### src/rtl/wdt_keyreg_pkg.sv
package wdt_keyreg_pkg;

    localparam int DATA_W = 8;
    localparam int WORD_W = 2 * DATA_W;
    localparam int OFF_W  = 2;

    localparam logic [DATA_W-1:0] KEY_A = 8'h5A;
    localparam logic [DATA_W-1:0] KEY_B = 8'hA5;

    localparam logic [OFF_W-1:0] OFF_SHARED = 2'd0;
    localparam logic [OFF_W-1:0] OFF_COUNT  = 2'd1;
    localparam logic [OFF_W-1:0] OFF_RSTWR  = 2'd2;
    localparam logic [OFF_W-1:0] OFF_RSTRD  = 2'd3;

    localparam int RUN_BIT  = 5;
    localparam int FLAG_BIT = 7;
    localparam int REN_BIT  = 6;
    localparam int RSEL_BIT = 5;
    localparam int UNUSED_W = RSEL_BIT;

    typedef struct packed {
        logic              cnt_ld;
        logic              ctl_ld;
        logic              flag_clr;
        logic              rcfg_ld;
        logic [DATA_W-1:0] data;
    } wr_cmd_t;

    typedef struct packed {
        logic flag;
        logic ren;
        logic rsel;
    } rst_state_t;

    function automatic wr_cmd_t decode_write(
        input logic              wr,
        input logic              word,
        input logic [OFF_W-1:0]  off,
        input logic [WORD_W-1:0] wd
    );
        wr_cmd_t           c;
        logic [DATA_W-1:0] key;
        c      = '0;
        key    = wd[WORD_W-1:DATA_W];
        c.data = wd[DATA_W-1:0];
        if (wr && word) begin
            unique case (off)
                OFF_SHARED: begin
                    c.cnt_ld = (key == KEY_A);
                    c.ctl_ld = (key == KEY_B);
                end
                OFF_RSTWR: begin
                    c.flag_clr = (key == KEY_B) && (c.data == '0);
                    c.rcfg_ld  = (key == KEY_A);
                end
                default: ;
            endcase
        end
        return c;
    endfunction

    function automatic logic [DATA_W-1:0] pack_rst(input rst_state_t s);
        logic [DATA_W-1:0] v;
        v           = '0;
        v[FLAG_BIT] = s.flag;
        v[REN_BIT]  = s.ren;
        v[RSEL_BIT] = s.rsel;
        v[UNUSED_W-1:0] = '1;
        return v;
    endfunction

endpackage

### src/rtl/wdt_key_decode.sv
module wdt_key_decode
    import wdt_keyreg_pkg::*;
(
    input  logic              wr,
    input  logic              word,
    input  logic [OFF_W-1:0]  off,
    input  logic [WORD_W-1:0] wdata,
    output wr_cmd_t           cmd
);

    always_comb begin
        cmd = decode_write(wr, word, off, wdata);
    end

endmodule

### src/rtl/wdt_tick_counter.sv
module wdt_tick_counter #(
    parameter int W = 8
) (
    input  logic         clk,
    input  logic         rst,
    input  logic         load,
    input  logic [W-1:0] load_val,
    input  logic         step,
    output logic [W-1:0] cnt,
    output logic         wrap
);

    localparam logic [W-1:0] TOP = '1;

    assign wrap = step && !load && (cnt == TOP);

    always_ff @(posedge clk) begin
        if (rst) begin
            cnt <= '0;
        end else if (load) begin
            cnt <= load_val;
        end else if (step) begin
            cnt <= cnt + 1'b1;
        end
    end

endmodule

### src/rtl/wdt_rst_ctrl.sv
module wdt_rst_ctrl
    import wdt_keyreg_pkg::*;
(
    input  logic       clk,
    input  logic       rst,
    input  logic       wrap,
    input  logic       flag_clr,
    input  logic       rcfg_ld,
    input  logic       new_ren,
    input  logic       new_rsel,
    output rst_state_t st,
    output logic       pulse
);

    always_ff @(posedge clk) begin
        if (rst) begin
            st    <= '0;
            pulse <= 1'b0;
        end else begin
            pulse <= wrap && st.ren;
            if (wrap) begin
                st.flag <= 1'b1;
            end else if (flag_clr) begin
                st.flag <= 1'b0;
            end
            if (rcfg_ld) begin
                st.ren  <= new_ren;
                st.rsel <= new_rsel;
            end
        end
    end

endmodule

### src/rtl/wdt_read_mux.sv
module wdt_read_mux
    import wdt_keyreg_pkg::*;
(
    input  logic              clk,
    input  logic              rst,
    input  logic              rd,
    input  logic              word,
    input  logic [OFF_W-1:0]  off,
    input  logic [DATA_W-1:0] ctl,
    input  logic [DATA_W-1:0] cnt,
    input  logic [DATA_W-1:0] rstv,
    output logic [DATA_W-1:0] rdata
);

    logic [DATA_W-1:0] sel;

    always_comb begin
        sel = '0;
        if (rd && !word) begin
            unique case (off)
                OFF_SHARED: sel = ctl;
                OFF_COUNT:  sel = cnt;
                OFF_RSTRD:  sel = rstv;
                default:    sel = '0;
            endcase
        end
    end

    always_ff @(posedge clk) begin
        if (rst) rdata <= '0;
        else     rdata <= sel;
    end

endmodule

### src/rtl/wdt_keyreg.sv
module wdt_keyreg
    import wdt_keyreg_pkg::*;
(
    input  logic              clk,
    input  logic              rst,
    input  logic              tick,
    input  logic              bus_wr,
    input  logic              bus_rd,
    input  logic              bus_word,
    input  logic [OFF_W-1:0]  bus_addr,
    input  logic [WORD_W-1:0] bus_wdata,
    output logic [DATA_W-1:0] bus_rdata,
    output logic              wdt_ovf_pulse
);

    wr_cmd_t           cmd;
    logic [DATA_W-1:0] ctl_q;
    logic [DATA_W-1:0] cnt_q;
    logic              wrap;
    rst_state_t        rst_st;
    logic [DATA_W-1:0] rst_view;

    wdt_key_decode u_dec (
        .wr    (bus_wr),
        .word  (bus_word),
        .off   (bus_addr),
        .wdata (bus_wdata),
        .cmd   (cmd)
    );

    always_ff @(posedge clk) begin
        if (rst)             ctl_q <= '0;
        else if (cmd.ctl_ld) ctl_q <= cmd.data;
    end

    wdt_tick_counter #(.W(DATA_W)) u_cnt (
        .clk      (clk),
        .rst      (rst),
        .load     (cmd.cnt_ld),
        .load_val (cmd.data),
        .step     (tick && ctl_q[RUN_BIT]),
        .cnt      (cnt_q),
        .wrap     (wrap)
    );

    wdt_rst_ctrl u_rctl (
        .clk      (clk),
        .rst      (rst),
        .wrap     (wrap),
        .flag_clr (cmd.flag_clr),
        .rcfg_ld  (cmd.rcfg_ld),
        .new_ren  (cmd.data[REN_BIT]),
        .new_rsel (cmd.data[RSEL_BIT]),
        .st       (rst_st),
        .pulse    (wdt_ovf_pulse)
    );

    assign rst_view = pack_rst(rst_st);

    wdt_read_mux u_rd (
        .clk   (clk),
        .rst   (rst),
        .rd    (bus_rd),
        .word  (bus_word),
        .off   (bus_addr),
        .ctl   (ctl_q),
        .cnt   (cnt_q),
        .rstv  (rst_view),
        .rdata (bus_rdata)
    );

endmodule

### config.mk
export PLATFORM = sky130hd
export DESIGN_NAME = wdt_keyreg
export DESIGN_NICKNAME = d
export VERILOG_FILES = /design/src/rtl/wdt_keyreg_pkg.sv /design/src/rtl/wdt_key_decode.sv /design/src/rtl/wdt_tick_counter.sv /design/src/rtl/wdt_rst_ctrl.sv /design/src/rtl/wdt_read_mux.sv /design/src/rtl/wdt_keyreg.sv
export SDC_FILE = /design/constraint.sdc
export NUM_CORES = 1
export LEC_CHECK = 0
export BUFFER_PORTS_ARGS = -buffer_cell sky130_fd_sc_hd__buf_2
export CORE_UTILIZATION = 45
export CTS_BUF_LIST = sky130_fd_sc_hd__clkbuf_2
export CTS_CLUSTER_DIAMETER = 80
export DETAILED_ROUTE_END_ITERATION = 6
export PLACE_DENSITY = 0.69
export SYNTH_ARGS = -nofsm -noshare
export SYNTH_HDL_FRONTEND = slang
export SYNTH_SLANG_ARGS = --single-unit
### constraint.sdc
create_clock -name clk -period 1.9 [get_ports clk]
set_input_delay 0.57 -clock clk [delete_from_list [all_inputs] [get_ports clk]]
set_output_delay 0.57 -clock clk [all_outputs]
set_load 0.02 [all_outputs]
======== Word level (Yosys, flattened, before mapping) ========
Cells that the tools add are included.
Widths: inputs -> output; s select.
cells by class
  mux-type cells .......................... 8
  add/subtract/negate cells ............... 1
  reductions and logical operators ........ 14
  eq/ne operators ......................... 6
  bitwise gates (word level) .............. 1
operator list
  kind                 number
  $pmux 8 s3           1
  $eq 8x8->1 const B   2
  $mux 8               2
  $add 8x1->8 const B  1
  $eq 8x7->1 const B   1
  $logic_not 8->1      1
  $logic_and 1x1->1    7
  $eq 2x2->1 const B   2
  $mux 2               2
  $mux 4               1
  $reduce_bool 2->1    2
  $eq 2x1->1 const B   1
  $logic_not 1->1      2
  $logic_not 2->1      1
  $mux 1               2
  $reduce_or 2->1      1
  $not 1->1            1
storage, ports and cells
  bits of input ports ..................... 24
  output and inout port bits .............. 9
  bits in registers ....................... 28
  word-level logic and storage cells ...... 37

======== Logic depth before layout (Yosys ltp) ========
  depth after elaboration ................. 8
  mapped depth ............................ 5
  mapped depth without buffers ............ 5

======== By module ========
Synthesis repeated with hierarchy kept, for this count alone.
second synthesis, totals
  cell total of the unflattened synthesis .. 158
  area, all modules ....................... 1456.4 um^2
by module, submodules not included
  module            seq. area each (um^2)  instances  area each (um^2)  cells an instance
  wdt_tick_counter  160.2                  1          456.7             55
  wdt_read_mux      160.2                  1          387.9             39
  wdt_keyreg        160.2                  1          295.3             28
  wdt_key_decode    0.0                    1          186.4             23
  wdt_rst_ctrl      80.1                   1          130.1             13

======== Worst setup path after synthesis ========
No wires, ideal clock.
  path kind ............................... input-to-reg
  start ................................... input port bus_addr[0]
  end ..................................... register u_cnt.cnt[5]
  arrival ................................. 1.335 ns
  setup time .............................. 0.143 ns
  buffers on the path ..................... 1
  slack ................................... 0.422 ns
  data required time ...................... 1.757 ns
  stages .................................. 5
  cell sequence ........................... and4bb_4 -> nand3_4 -> buf_6 -> nor2_1 -> a211oi_2
on the way
  word-level cells in the longest chain between the ends .. 4
  elaborated cells on any way between the ends .. 5
  those cells by class .................... mux: 3; reduce/logical: 2
RTL lines
  item                                                RTL line                source
  start: declaration                                  wdt_keyreg.sv:10        input logic [OFF_W-1:0] bus_addr,
  $logic_not 2->1 (*)                                 wdt_keyreg_pkg.sv:47    unique case (off)
  $mux 2 (*)                                          wdt_keyreg_pkg.sv:47
  $mux 4 (*)                                          wdt_keyreg_pkg.sv:46    if (wr && word) begin
  $mux 8 / $reduce_bool 2->1 (equally long branches)  -
  end signal: assignment                              wdt_tick_counter.sv:21  cnt <= load_val;
  end signal: assignment                              wdt_tick_counter.sv:23  cnt <= cnt + 1'b1;
  end: declaration                                    wdt_tick_counter.sv:9   output logic [W-1:0] cnt,
Mark *: on every way between the ends. The rest lies on a longest branch, timed or not.
A chain may end at the register's enable or synchronous reset.

======== Worst setup path in the final report ========
  start ................................... register u_rctl.pulse
  end ..................................... output port wdt_ovf_pulse
RTL lines
  item                      RTL line            source
  start: declaration        wdt_rst_ctrl.sv:12  output logic pulse
  start signal: assignment  wdt_rst_ctrl.sv:20  pulse <= wrap && st.ren;
  end: declaration          wdt_keyreg.sv:13    output logic wdt_ovf_pulse
No word-level cell between the ends.

==> key figures <==
Routing
  – Vias per inst: 5.34
  – Residual DRC: 0
  – Total number of vias: 1084
  – Final Routed Wirelength: 2750 µm
  – Post-DR wirelength/cell: 13.5 µm
  – Initial DRC Count: 15
  – DR pass1 iterations: 4
  – Antenna-violating nets left: 0

Synthesis
  – Synth area leader: dfxtp_1
  – Syn_nets: 166
  – FF+latch count, synth: 28
  – Top_reg_cell synth: dfxtp_1
  – XOR/XNOR share of the synthesized area: 4.64%
  – Multiplexer share of the synthesized area: 9.84%
  – Synth Area in Compound Gates: 13.7%
  – Register area share after synthesis: 42.4%
  – Mean post-synth cell area: 9.38 µm²
  – Netlist cell types: 25
  – Number of synthesized flops with an enable pin: 0
  – Simple-gate share of the synthesized area: 25.4%
  – Synth warn: 0
  – Synthesized instance count: 141
  – Adder-cell share of the synthesized area: 0.946%
  – Share of flip-flops with an asynchronous set or reset: 0%
  – Largest family of logic cells by synthesized area: simple AND/OR/NAND/NOR gates
  – Top post-synthesis cells by area: dfxtp_1 42%, mux2i_1 9.8%, nor2_1 8.5%
  – Cell Area, Synth: 1320 µm²
  – Post-synth top area share: 42.4%

Timing
  – Slew HR: 80.2%
  – # setup viols final: 0
  – Setup TNS: 0 ns
  – Clock Skew: 0.00895 ns
  – Final Hold Vio Count: 0
  – Tmin final: 1.44 ns
  – Least-Margin Pin Slew: 0.295 ns
  – WHS: 0.467 ns
  – Unrepaired setup endpoints after global routing: false
  – Fin worst setup slack: 0.460 ns
  – Final-report max-slew violation count: 0
  – Peak Freq: 695 MHz
  – Crit share post-route: 75.8%

Die
  – DIE HEIGHT: 56.2 µm
  – Die Span X: 56.2 µm
  – Core ar.: 2780 µm²
  – IO Pins: 33
  – Die area: 3160 µm²
  – Initial core utilization: 47.5%
  – Row count: 19

Power and ir drop
  – P_int: 0.666 mW
  – Sw Ratio: 24.0%
  – Sw power: 0.210 mW
  – Logic pwr share: 8.7%
  – Seq pwr share: 67.5%
  – Pleak: 0.646 nW
  – PnR Total Power: 0.876 mW
  – Peak VDD IR: 0.000688 V
  – Pwr/cell area: 576 nW/µm²
  – Clk pwr share: 23.8%

Layout
  – Layout cell share with drive strength beyond 1: 30.8%
  – Area Overhead vs Synth: 15.0%
  – Antenna cell count: 0
  – Final core utilization: 54.7%
  – Nets@finish: 199

CTS
  – Clk pin slew, worst setup/hold paths: 0.24 ns
  – Post-cts sizing count: 0
  – CTS tree: done
  – CTS Buffer Depth: 2
  – Max H-tree Level: 1
  – # Post-CTS Setup Buffers: 0
  – Post-CTS Hold Fix Bufs: 0
  – Clk_lat worst skew: 0.35 ns
  – CTS buffer count: 3
  – Sink Count: 28
  – Root Driver: clkbuf_2

Global routing
  – Vias in the first global route: 1022
  – Initial antenna violation count: 0
  – Largest net degree at the start of global routing: 21
  – All-layer global routing usage: 18.8%
  – First-pass GRT wire length: 4610 µm
  – Total gr overflow: 0

Critical path
  – CP cell instances: buf_2
  – Crit-path max FO: 1
  – CP arrival: 0.87 ns
  – Worst path max stage delay: 0.36 ns
  – CP Class: register to output port
  – Critical path's slowest cell: dfxtp_1
  – Worst EP required: 1.33 ns
  – Buf/Inv on CP: 1
  – Crit-path leading delay family: flip-flops
  – Crit path capture type: output port
  – Worst setup SP type: register

Placed design
  – Routability cong.: 0.840
  – Dpl ws: 0.181 ns
  – Dpl hpwl: 2160 µm
  – PortBufs: 32

Status
  – Status: finished clean

Worst hold path
  – Worst Hold Class: input port to register

Job
  – Max-Cap Viols: 0
[path summary, 6_finish.rpt]
| path | startpoint | end | slack (ns) | depth (start not counted) |
|---|---|---|---|---|
| worst min-delay path | bus_wdata[1] | ctl_q[1]$_SDFFE_PP0P_ | 0.47 | 3 |
| worst min register to register | ctl_q[2]$_SDFFE_PP0P_ | u_rd.rdata[2]$_SDFF_PP0_ | 0.48 | 2 |
| worst max register to register | u_cnt.cnt[0]$_SDFFE_PP0P_ | u_cnt.cnt[4]$_SDFFE_PP0P_ | 0.59 | 5 |
| worst max-delay path | u_rctl.pulse$_SDFF_PP0_ | wdt_ovf_pulse | 0.46 | 1 |
[metrics by stage]
stage	cells	cell area [µm²]
after floorplan	141	1320
after global placement	200	1510
after detailed placement	200	1510
after CTS	203	1520
after global routing	203	1520
final	203	1520
[power by group through the flow]
stage          Sequential [mW]  Combinational (mW)  Clock [mW]
4_1_cts                  0.591              0.0759       0.211
2_1_floorplan            0.605              0.0300           0
3_3_place_gp             0.602              0.0732           0
5_1_grt                  0.592              0.0826       0.238
6_report                 0.591              0.0760       0.208
3_5_place_dp             0.602              0.0758           0
[cells in the final DEF, fill, tap and decap left out, drive strengths merged, types with 5 or more instances in the layout]
master and instances:
nor2 30, nand2 9, nand3 7, xnor2 6, o21ai 6, mux2i 13
dfxtp 28, a21oi 6, and4bb 5, buf 34, a211oi 7
[state kept, by name (all words and copies together) (netlist names)]
name          flops
u_rctl.st         3
u_rd.rdata        8
u_rctl.pulse      1
ctl_q             8
u_cnt.cnt         8
[kinds of logic (layout without fill, tap and decap cells)]
family / count (synthesis) / in the layout
buf+inv: 9 / 40
compound gates: 23 / 23
flops: 28 / 28
mux: 13 / 13
fa+ha+maj: 1 / 1
xor+xnor: 7 / 7
simple gates: 60 / 60
[synth_stat cells (4+ instances only)]
| master | n |
|---|---|
| mux2i_1 | 13 |
| xnor2_1 | 6 |
| and4bb_2 | 4 |
| a21oi_1 | 6 |
| clkbuf_1 | 5 |
| nand3_1 | 5 |
| nor2_1 | 30 |
| dfxtp_1 | 28 |
| a211oi_2 | 7 |
| o21ai_0 | 6 |
| nand2_1 | 9 |
[per-layer routing]
layer	part of all wire (%)	global-route usage (%)	wire (µm)
met5	0	0	0
met4	0.87	4.53	24
met3	4.8	5.35	131
met2	44	28.9	1200
met1	50	25.9	1390
[area by class of cell]
| class | instances | area (µm²) |
|---|---|---|
| Timing Repair Buffer | 34 | 175 |
| Inverter | 3 | 11.3 |
| Tap cell | 31 | 38.8 |
| Fill cell | 267 | 1260 |
| Clock buffer | 3 | 15.0 |
| Sequential cell | 28 | 561 |
| Multi-Input combinational cell | 104 | 721 |
(Power assumes the default switching activity.)
